[src/rtl/dm_pkg.sv]
package dm_pkg;
  localparam int PICK_W = 64;

  // isolate the lowest set bit of a vector
  function automatic logic [PICK_W-1:0] lowest_set(input logic [PICK_W-1:0] v);
    return v & (~v + 1'b1);
  endfunction
endpackage

[src/rtl/dm_alu_pick.sv]
module dm_alu_pick
  import dm_pkg::*;
#(
  parameter int N = 2
) (
  input  logic         clk,
  input  logic         rst_n,
  input  logic [N-1:0] ready,
  input  logic         stall,
  output logic [N-1:0] go
);
  logic [PICK_W-1:0] wide_rdy;
  logic [PICK_W-1:0] wide_pick;

  always_comb begin
    wide_rdy = '0;
    wide_rdy[N-1:0] = ready;
    wide_pick = lowest_set(wide_rdy);
    go = stall ? '0 : wide_pick[N-1:0];
  end

  AST_GO_ONEHOT: assert property (@(posedge clk) disable iff (!rst_n) $onehot0(go));
  AST_GO_NOT_STALLED: assert property (@(posedge clk) disable iff (!rst_n) (go != '0) |-> !stall);
  AST_GO_ONLY_READY: assert property (@(posedge clk) disable iff (!rst_n) (go & ~ready) == '0);
endmodule

[src/rtl/dm_row.sv]
module dm_row #(
  parameter int NREG = 32,
  parameter int RW   = 5
) (
  input  logic            clk,
  input  logic            rst_n,
  input  logic            issue,
  input  logic [RW-1:0]   src_a,
  input  logic            src_a_en,
  input  logic [RW-1:0]   src_b,
  input  logic            src_b_en,
  input  logic [RW-1:0]   dst,
  input  logic            dst_en,
  input  logic            capture,
  input  logic            wr_done,
  input  logic [NREG-1:0] wr_others,
  output logic [NREG-1:0] need_rd,
  output logic [NREG-1:0] need_wr,
  output logic            armed,
  output logic            busy,
  output logic            ready
);
  // one wire per register; index 0 is never tracked
  function automatic logic [NREG-1:0] reg_bit(input logic [RW-1:0] idx, input logic en);
    logic [NREG-1:0] v;
    v = '0;
    if (en && idx != '0) v[idx] = 1'b1;
    return v;
  endfunction

  logic            armed_q;
  logic [NREG-1:0] rd_q, wr_q;
  logic            accept, cap_hit, wr_hit, conflict;

  assign busy     = armed_q | (|wr_q);
  assign accept   = issue & ~busy;
  assign cap_hit  = capture & armed_q;
  assign wr_hit   = wr_done & ~armed_q & (|wr_q);
  assign conflict = |(rd_q & wr_others);

  always_ff @(posedge clk) begin
    if (!rst_n) begin
      armed_q <= 1'b0;
      rd_q    <= '0;
      wr_q    <= '0;
    end else if (accept) begin
      armed_q <= 1'b1;
      rd_q    <= reg_bit(src_a, src_a_en) | reg_bit(src_b, src_b_en);
      wr_q    <= reg_bit(dst, dst_en);
    end else begin
      if (cap_hit) begin
        armed_q <= 1'b0;
        rd_q    <= '0;
      end
      if (wr_hit) wr_q <= '0;
    end
  end

  assign need_rd = rd_q;
  assign need_wr = wr_q;
  assign armed   = armed_q;
  assign ready   = armed_q & ~conflict;

  AST_BUSY_HOLDS: assert property (@(posedge clk) disable iff (!rst_n)
    (issue && busy && !capture && !wr_done) |=> ($stable(need_rd) && $stable(need_wr)));
  AST_CAPTURE_CLEARS: assert property (@(posedge clk) disable iff (!rst_n)
    (capture && armed) |=> (need_rd == '0 && !armed));
  AST_WR_HELD_ARMED: assert property (@(posedge clk) disable iff (!rst_n)
    (armed && wr_done) |=> $stable(need_wr));
  AST_WR_DONE_CLEARS: assert property (@(posedge clk) disable iff (!rst_n)
    (wr_done && !armed && need_wr != '0) |=> (need_wr == '0));
endmodule

[src/rtl/fu_reg_depmatrix.sv]
module fu_reg_depmatrix #(
  parameter int NUM_ROWS     = 4,
  parameter int NUM_REGS     = 32,
  parameter int ROWS_PER_ALU = 2,
  localparam int IDX_W       = $clog2(NUM_REGS),
  localparam int NUM_ALUS    = NUM_ROWS / ROWS_PER_ALU
) (
  input  logic                            clk,
  input  logic                            rst_n,
  input  logic [NUM_ROWS-1:0]             issue_vld,
  input  logic [NUM_ROWS-1:0][IDX_W-1:0]  src_a,
  input  logic [NUM_ROWS-1:0]             src_a_en,
  input  logic [NUM_ROWS-1:0][IDX_W-1:0]  src_b,
  input  logic [NUM_ROWS-1:0]             src_b_en,
  input  logic [NUM_ROWS-1:0][IDX_W-1:0]  dst,
  input  logic [NUM_ROWS-1:0]             dst_en,
  input  logic [NUM_ROWS-1:0]             capture,
  input  logic [NUM_ROWS-1:0]             wr_done,
  input  logic [NUM_ALUS-1:0]             alu_stall,
  output logic [NUM_REGS-1:0]             pend_rd,
  output logic [NUM_REGS-1:0]             pend_wr,
  output logic [NUM_ROWS-1:0]             row_busy,
  output logic [NUM_ROWS-1:0]             row_ready,
  output logic [NUM_ROWS-1:0]             row_go
);
  logic [NUM_ROWS-1:0][NUM_REGS-1:0] need_rd, need_wr, wr_others;
  logic [NUM_ROWS-1:0]               armed;

  // per-register OR over rows, and per-row OR over the other rows
  always_comb begin
    pend_rd   = '0;
    pend_wr   = '0;
    wr_others = '0;
    for (int r = 0; r < NUM_ROWS; r++) begin
      pend_rd = pend_rd | need_rd[r];
      pend_wr = pend_wr | need_wr[r];
      for (int j = 0; j < NUM_ROWS; j++)
        if (j != r) wr_others[r] = wr_others[r] | need_wr[j];
    end
  end

  for (genvar r = 0; r < NUM_ROWS; r++) begin : g_row
    dm_row #(.NREG(NUM_REGS), .RW(IDX_W)) u_row (
      .clk       (clk),
      .rst_n     (rst_n),
      .issue     (issue_vld[r]),
      .src_a     (src_a[r]),
      .src_a_en  (src_a_en[r]),
      .src_b     (src_b[r]),
      .src_b_en  (src_b_en[r]),
      .dst       (dst[r]),
      .dst_en    (dst_en[r]),
      .capture   (capture[r]),
      .wr_done   (wr_done[r]),
      .wr_others (wr_others[r]),
      .need_rd   (need_rd[r]),
      .need_wr   (need_wr[r]),
      .armed     (armed[r]),
      .busy      (row_busy[r]),
      .ready     (row_ready[r])
    );
  end

  for (genvar a = 0; a < NUM_ALUS; a++) begin : g_alu
    dm_alu_pick #(.N(ROWS_PER_ALU)) u_pick (
      .clk   (clk),
      .rst_n (rst_n),
      .ready (row_ready[a*ROWS_PER_ALU +: ROWS_PER_ALU]),
      .stall (alu_stall[a]),
      .go    (row_go[a*ROWS_PER_ALU +: ROWS_PER_ALU])
    );
  end

  AST_REG0_FREE: assert property (@(posedge clk) disable iff (!rst_n)
    !pend_rd[0] && !pend_wr[0]);
  AST_READY_NO_RAW: assert property (@(posedge clk) disable iff (!rst_n)
    (row_ready[0]) |-> ((need_rd[0] & pend_wr & ~need_wr[0]) == '0));
endmodule

[config.mk]
export PLATFORM = sky130hd
export DESIGN_NAME = fu_reg_depmatrix
export DESIGN_NICKNAME = d
export VERILOG_FILES = /design/src/rtl/dm_pkg.sv /design/src/rtl/dm_alu_pick.sv /design/src/rtl/dm_row.sv /design/src/rtl/fu_reg_depmatrix.sv
export SDC_FILE = /design/constraint.sdc
export NUM_CORES = 1
export LEC_CHECK = 0
export BUFFER_PORTS_ARGS = -buffer_cell sky130_fd_sc_hd__buf_2
export CAP_MARGIN = 20
export CORE_ASPECT_RATIO = 1.2
export CORE_MARGIN = 2
export CORE_UTILIZATION = 59
export CTS_BUF_LIST = sky130_fd_sc_hd__clkbuf_16
export CTS_CLUSTER_SIZE = 20
export DETAILED_ROUTE_END_ITERATION = 8
export HOLD_SLACK_MARGIN = 0.02
export PLACE_DENSITY_LB_ADDON = 0.08
export REMOVE_ABC_BUFFERS = 1
export SETUP_SLACK_MARGIN = 0.4
export SLEW_MARGIN = 20
export SYNTH_ARGS = -nofsm -noshare
export SYNTH_HDL_FRONTEND = slang
export SYNTH_HIERARCHICAL = 1
export SYNTH_SLANG_ARGS = --single-unit
[constraint.sdc]
create_clock -name clk -period 2.4 [get_ports clk]
set_input_delay 0.36 -clock clk [delete_from_list [all_inputs] [get_ports clk]]
set_output_delay 0.36 -clock clk [all_outputs]
set_load 0.01 [all_outputs]
==> flow_summary.yaml, run 1 <==
run_status:
  status: "did not finish"
  stop_stage: "global routing (5_1_grt)"
  error_line: "[ERROR GRT-0232] Routing congestion too high. Check the congestion heatmap in the GUI."
place:
  dpl.hpwl_um: 49300
  io_buffer_count: 163
  finalWeightedCongestion: 1.22
  place_inst: 2160
die:
  start_util: 0.601
  dieHeight_um: 169
  die_w_um: 142
  ios: 164
  num_rows: 60
clock_tree:
  cts.path.max_buffers: 3
  cts_hold_buf: 0
  cts_max_level: 1
  clock-sinks: 260
  root_buffer: "clkbuf_16"
  numCtsBuffers: 28
global_route:
  gr-total-overflow: 76
  grt.total_usage: 0.784
  grt_max_degree: 52
logic_synthesis:
  syn_area_sq_um: 13400
  yosys_warnings: 6
  ys_top_cells_by_area: "dfxtp_1 39%, nand3_1 9.6%, o22ai_1 6.7%"
  ys_seq_area_frac: 0.387
  synth_edf_count: 0
  avgSynthCellArea_sq_um: 8.32
  yosysTopAreaCellShare: 0.387
  ys.flop_type: "dfxtp_1"
  async_reset_ff_frac: 0
  ys_seq_elements: 260
  synth_top_area_cell: "dfxtp_1"
  yosysUniqueCellTypes: 52
  synthCells: 1616
[cell families after synthesis]
| group | Yosys count | share of synthesized area |
|---|---|---|
| and+or+nand+nor | 894 | 0.381 |
| AOI/OAI and AO/OA | 358 | 0.194 |
| DFF | 260 | 0.387 |
| buffers and inverters | 104 | 0.0370 |
[through the flow]
| step | cell area [sq um] | hold WS, ns | TNS (ns) | setup slack [ns] |
|---|---|---|---|---|
| after CTS | 18700 | 0.109 | -21.84 | -0.594 |
| after detailed placement | 15900 | 0.463 | -14.17 | -0.290 |
| after global placement | 15900 | 0.459 | -20.31 | -0.303 |
| after floorplan | 13000 | 0.420 | -74.17 | -0.853 |
[metal layers]
layer / overflow / track usage
met1: 0 / 0.786
met4: 32 / 0.754
met3: 3 / 0.649
met2: 41 / 0.945
met5: 0 / 0.299
[synthesized netlist by cell type (3+ instances only)]
cell and count:
nor3_2 3, a22o_1 97, or3_2 98, nand3b_1 24, and2_1 3, nand4_1 26, and3_1 13, or3b_2 7
nand2_1 197, or4_1 66, inv_1 9, buf_1 7, nor4_1 34, a222oi_1 4, nor2b_1 22, clkbuf_1 60
or2_2 8, buf_6 10, a22oi_1 16, and3b_1 3, nand2b_1 20, nand4b_1 3, nor4_2 8, nor3b_1 16
dfxtp_1 260, buf_4 4, buf_2 14, o21ai_0 38, o22ai_1 145, nand3_1 257, o21ai_1 6, nor2_1 29
nor3_1 8, a221oi_1 20, o2bb2ai_1 16, or3_1 37, a21oi_1 4, o32ai_1 4
[timing repair]
action | in CTS
resized for setup | 240
setup endpoints to repair | 326
buffers inserted | 41
gates cloned | 19
pin swaps | 79
==> run 2: changes to the inputs <==
--- a/config.mk
+++ b/config.mk
@@ -7,16 +7,11 @@
 export LEC_CHECK = 0
 export BUFFER_PORTS_ARGS = -buffer_cell sky130_fd_sc_hd__buf_2
 export CAP_MARGIN = 20
-export CORE_ASPECT_RATIO = 1.2
 export CORE_MARGIN = 2
-export CORE_UTILIZATION = 59
-export CTS_BUF_LIST = sky130_fd_sc_hd__clkbuf_16
-export CTS_CLUSTER_SIZE = 20
+export CORE_UTILIZATION = 40
 export DETAILED_ROUTE_END_ITERATION = 8
-export HOLD_SLACK_MARGIN = 0.02
-export PLACE_DENSITY_LB_ADDON = 0.08
+export PLACE_DENSITY_LB_ADDON = 0.15
 export REMOVE_ABC_BUFFERS = 1
-export SETUP_SLACK_MARGIN = 0.4
 export SLEW_MARGIN = 20
 export SYNTH_ARGS = -nofsm -noshare
 export SYNTH_HDL_FRONTEND = slang
==> run 2 against run 1 <==
The flow now finishes, with violations (negative setup slack). Synthesized cell count did not move. Synthesized area is the same.
==> flow_summary.yaml, run 2 <==
drt:
  vias: 16900
  dr.pass1.iters: 8
  totalWireLength_um: 80000
  drt-initial-drc-count: 2468
  ant_nets: 0
  routed_via_density: 6.75
  drcViolationCount: 0
  routedWlPerCell_um: 31.9
cells_and_area:
  regArea_sq_um: 5280
  multiInputGateArea_sq_um: 9070
  drive_above_1_share: 0.427
  syn_to_final_growth_pct: 49.2
  layout_common_cells: "224 x buf_4, 214 x dfxtp_1, 197 x nand2_1, 196 x nand3_1, 153 x buf_2"
  final_common_cell: "buf_4"
  fin_util: 0.603
  nets: 2120
  nFillCells: 2971
run_status:
  status: "complete, but fails checks"
  violations: "negative setup slack"
timing:
  fin_crit_ns: 3.09
  fmax_ghz: 0.324
  fin_skew_ns: 0.0152
  hold_viol_final: 0
  setup_violations: 105
  hold_ws_ns: 0.0833
  fin_crit_sh: 1.29
  fin_ws_ns: -0.691
  rsz0062_at_grt: "true"
  maxSlewViolCount: 0
  maxSlewHeadroom: 0.382
  tightest_slew_ns: 0.924
power_and_ir_drop:
  p_leak_nw: 8.81
  ir_drop_mv: 0.528
  powerDensity_nw_per_um2: 578
clock_tree:
  clock-sinks: 260
  cts.path.max_buffers: 3
  cts_tree: "yes"
  numCtsBuffers: 30
  root_buffer: "clkbuf_16"
  clk_latency_ns: 0.57
  cts_max_level: 1
  cts_hold_buf: 0
  cts.reportedPaths.clkPinSlew_ns: 0.06
critical_path:
  critical_path_class: "flop to output pin"
  critical_path.max_fanout: 4
  critPathLaunchType: "flop"
  end_kind: "output pin"
  cp_slowest_cell: "or3_1"
  path_cells: "buf_4 > or3_1 > a22oi_1 > nand4_1 > nor3_4 > nor3b_2 > buf_2"
  cp_top_family: "simple AND/OR/NAND/NOR gates"
  cp.arrival_ns: 2.73
  slowest_delay_ns: 0.46
  crit_required_ns: 2.04
  critPathBufInv: 2
global_route:
  grt_pass1_wl_um: 107000
  grt.total_usage: 0.416
  grt_pass1_vias: 15000
  antenna_found_initial: 3
  grt_max_degree: 47
  gr-total-overflow: 0
logic_synthesis:
  synthCells: 1616
  ys_seq_area_frac: 0.387
  ys_seq_elements: 260
  yosysUniqueCellTypes: 52
  yosys_warnings: 6
  ys_top_cells_by_area: "dfxtp_1 39%, nand3_1 9.6%, o22ai_1 6.7%"
  avgSynthCellArea_sq_um: 8.32
  synth_edf_count: 0
  yosysTopAreaCellShare: 0.387
  synth_top_area_cell: "dfxtp_1"
  async_reset_ff_frac: 0
  syn_area_sq_um: 13400
  ys.flop_type: "dfxtp_1"
  yosysMostFrequentCell: "dfxtp_1"
  synth_commonest_cells: "260 x dfxtp_1, 257 x nand3_1, 197 x nand2_1"
die:
  die_w_um: 187
  coreArea_sq_um: 33300
  num_rows: 67
  dieHeight_um: 187
  start_util: 0.404
  ios: 164
  dieArea_sq_um: 35100
place:
  dpl.hpwl_um: 59200
  io_buffer_count: 163
  finalWeightedCongestion: 1.04
run:
  drv_cap: 0
hold_path:
  hold_class: "primary input to flop"
==> run 2: cell counts after synthesis <==
Identical to the previous run, type by type.
==> run 2: logic make-up (layout without fill, tap and decap cells) <==
kind of cell	Yosys count	in the layout	share of synthesized area
DFF	260	260	0.387
and+or+nand+nor	894	895	0.381
buffers and inverters	104	543	0.0370
other	0	3	0
AOI/OAI and AO/OA	358	358	0.194
==> run 2: timing repair <==
action                                  4_1_cts  5_1_grt
endpoints found under the setup margin      177      168
cloned                                        4       22
pin swaps                                    43      107
gates resized for setup                     176      217
buffers inserted                             15       23
==> run 2: stage by stage <==
step | worst slack, ns | TNS [ns] | std cells | total power [mW] | cell area [sq um]
finish | -0.691 | -9.67 | 2507 | 11.6 | 20100
floorplan | -0.853 | -74.17 | 1521 | 5.12 | 13000
global placement | -0.439 | -11.42 | 2395 | 6.04 | 16600
CTS | -0.644 | -4.99 | 2466 | 11.0 | 18600
detailed placement | -0.364 | -15.51 | 2395 | 6.04 | 16600
global route | -0.711 | -21.75 | 2504 | 11.8 | 20100
==> run 2: per-layer routing <==
metal,routed length [um],track usage
met5,27,0
met4,6020,0.213
met3,9490,0.0747
met2,33700,0.629
met1,30800,0.568
==> run 2: path summary, 6_finish.rpt <==
| path | from | to | slack, ns | cells after the start |
|---|---|---|---|---|
| worst max-delay path | g_row[0].u_row/need_wr[4] | row_go[1] | -0.69 | 7 |
| worst min-delay path | capture[1] | g_row[1].u_row/armed | 0.08 | 3 |
| worst max register to register | g_row[0].u_row/need_wr[9] | g_row[0].u_row/need_wr[1] | -0.11 | 11 |
| worst min register to register | g_row[1].u_row/need_rd[30] | g_row[1].u_row/need_rd[30] | 0.49 | 2 |
==> run 2: power by group <==
| group | internal, mW | switching [mW] |
|---|---|---|
| Clock | 2.92 | 1.99 |
| Combinational | 0.940 | 1.32 |
| Sequential | 4.35 | 0.0765 |
| Total | 8.21 | 3.39 |
==> run 2: final cells by class <==
| class | count | area share |
|---|---|---|
| tap | 448 | 0.0279 |
| sequential | 260 | 0.263 |
| clock inverter | 15 | 0.00823 |
| inverter | 9 | 0.00168 |
| multi-input combinational | 1253 | 0.452 |
| timing repair buffer | 478 | 0.202 |
| clock buffer | 41 | 0.0445 |
| antenna | 3 | 0.000374 |
==> run 2: tightest hold or removal path: stages <==
cell and delay (ns):
buf_2 0.09, nand2b_1 0.10, a21oi_1 0.06
(Power assumes the default switching activity.)
==> run 3: changes to the inputs <==
==> constraint.sdc (replaced) <==
create_clock -name clk -period 3.6 [get_ports clk]
set_input_delay 0.54 -clock clk [delete_from_list [all_inputs] [get_ports clk]]
set_output_delay 0.54 -clock clk [all_outputs]
set_load 0.01 [all_outputs]
==> run 3 against run 2 <==
The flow now finishes without violations. Combinational power down 61%. Die area unchanged. Worst setup slack gained 0.73 ns. Register-to-register slack improved by 0.68 ns. Via count down 11%. Clock-buffer cell count fell by 1. Worst hold slack better by 0.17 ns. Sequential power is 33% lower.
==> flow_summary.yaml, run 3 (synthesis gave the netlist of run 2 again) <==
run_status:
  status: "finished, final reports clean"
critical_path:
  critical_path.max_fanout: 6
  cp.depth: 7
  path_cells: "or3_2 > a22o_1 > a221oi_1 > nand4_1 > nor3_1 > nor3b_2 > buf_2"
  reg2reg_slack_ns: 0.57
  slowest_delay_ns: 0.53
  cp.arrival_ns: 3.02
  crit_required_ns: 3.06
  critical_path_class: "flop to output pin"
  cp_slowest_cell: "or3_2"
  regToRegStartpoint: "g_row[1].u_row/need_wr[1]"
  reg2reg_depth: 6
  end_kind: "output pin"
  r2r_end: "g_row[1].u_row/need_wr[14]"
  cp_top_family: "simple AND/OR/NAND/NOR gates"
  critPathBufInv: 1
  critPathLaunchType: "flop"
timing:
  tightest_slew_ns: 1.29
  maxSlewHeadroom: 0.136
  fmax_ghz: 0.281
  hold_viol_final: 0
  fin_crit_ns: 3.56
  rsz0062_at_grt: "false"
  maxSlewViolCount: 0
  fin_tns_setup_ns: 0
  setup_violations: 0
  hold_ws_ns: 0.250
  fin_crit_sh: 0.989
  fin_skew_ns: 0.0334
cells_and_area:
  fin_util: 0.475
  drive_above_1_share: 0.227
  layout_common_cells: "260 x dfxtp_1, 257 x nand3_1, 197 x nand2_1, 162 x buf_2, 145 x o22ai_1"
  final_common_cell: "dfxtp_1"
  syn_to_final_growth_pct: 17.4
  nets: 1843
  final_area_sq_um: 15800
  nFillCells: 3381
place:
  place_area_sq_um: 14700
  finalWeightedCongestion: 1.04
  io_buffer_count: 163
  dpl.hpwl_um: 52200
drt:
  drcViolationCount: 0
  routed_via_density: 6.74
  drt-initial-drc-count: 2157
  ant_nets: 0
  routedWlPerCell_um: 30.5
  totalWireLength_um: 67800
  vias: 15000
  dr.pass1.iters: 8
clock_tree:
  cts_max_level: 1
  root_buffer: "clkbuf_16"
  clk_latency_ns: 0.59
  cts_hold_buf: 0
  cts_setup_buffers: 0
  cts.reportedPaths.clkPinSlew_ns: 0.06
  cts_tree: "yes"
  clock-sinks: 260
  numCtsBuffers: 30
  cts.path.max_buffers: 3
global_route:
  gr-total-overflow: 0
  antenna_found_initial: 3
  grt_busiest_layer: "met2"
  grt_pass1_wl_um: 95900
  met1_usage: 0.522
  grt_max_degree: 97
  grt_pass1_vias: 13200
  met2_usage: 0.557
  grtUsageMet3: 0.0730
  grt.total_usage: 0.372
hold_path:
  worstHoldStart: "capture[3]"
  holdPathStages: 3
  holdPathEnd: "g_row[3].u_row/armed"
  hold_class: "primary input to flop"
die:
  start_util: 0.404
  coreArea_sq_um: 33300
  dieHeight_um: 187
  ios: 164
  num_rows: 67
  dieArea_sq_um: 35100
  die_w_um: 187
power_and_ir_drop:
  p_leak_nw: 6.82
  powerDensity_nw_per_um2: 442
  ir_drop_mv: 0.385
run:
  drv_cap: 0
run 3: worst max-delay path by stage:
| stage | start | to | slack (ns) |
|---|---|---|---|
| 2_1_floorplan | g_row[0].u_row/need_wr[20] | g_row[0].u_row/need_wr[27] | 0.35 |
| 3_3_place_gp | g_row[1].u_row/need_wr[8] | row_go[2] | 0.45 |
| 3_5_place_dp | g_row[1].u_row/need_wr[2] | row_go[2] | 0.48 |
| 4_1_cts | g_row[0].u_row/need_wr[8] | row_go[1] | 0.03 |
| 5_1_grt | g_row[0].u_row/need_wr[8] | row_go[1] | 0.006 |
| 6_report | g_row[1].u_row/need_wr[2] | row_go[3] | 0.04 |
run 3: cell type report:
cell class	instances	area (sq um)	area share
Inverter	9	33.8	0.00214
Tap cell	448	561	0.0355
Multi-Input combinational cell	1252	7870	0.498
Sequential cell	260	5200	0.330
Clock inverter	12	159	0.0101
Antenna cell	1	2.50	0.000158
Clock buffer	40	838	0.0531
Timing Repair Buffer	202	1120	0.0711
run 3: power by group:
part,internal (mW),total (mW),switching (mW)
Sequential,2.90,2.96,0.0530
Combinational,0.251,0.883,0.633
Clock,1.84,3.14,1.30
Total,4.99,6.98,1.99
run 3: through the flow:
stage	instances	setup slack (ns)	power [mW]
floorplan	1521	0.347	3.42
global placement	2171	0.454	3.87
detailed placement	2171	0.485	3.87
CTS	2223	0.0267	6.96
global route	2223	0.00579	7.16
finish	2224	0.0413	6.98
run 3: what timing repair did:
action                     4_1_cts  5_1_grt
gates resized for setup          5        6
pin swaps                        1        2
setup endpoints to repair        4        3
run 3: routing by layer:
metal	vias to the layer above	wire (um)
met5	-	40
met4	6	3460
met3	179	6510
met2	946	28900
met1	7290	28900
li1	6574	-
run 3: worst reg2reg max path, stage by stage, from the launching register on:
cell,delay [ns]
dfxtp_1,0.38
nor4_1,0.71
nand4_1,0.47
or2_4,0.43
a311oi_4,0.28
buf_4,0.42
a22o_1,0.24
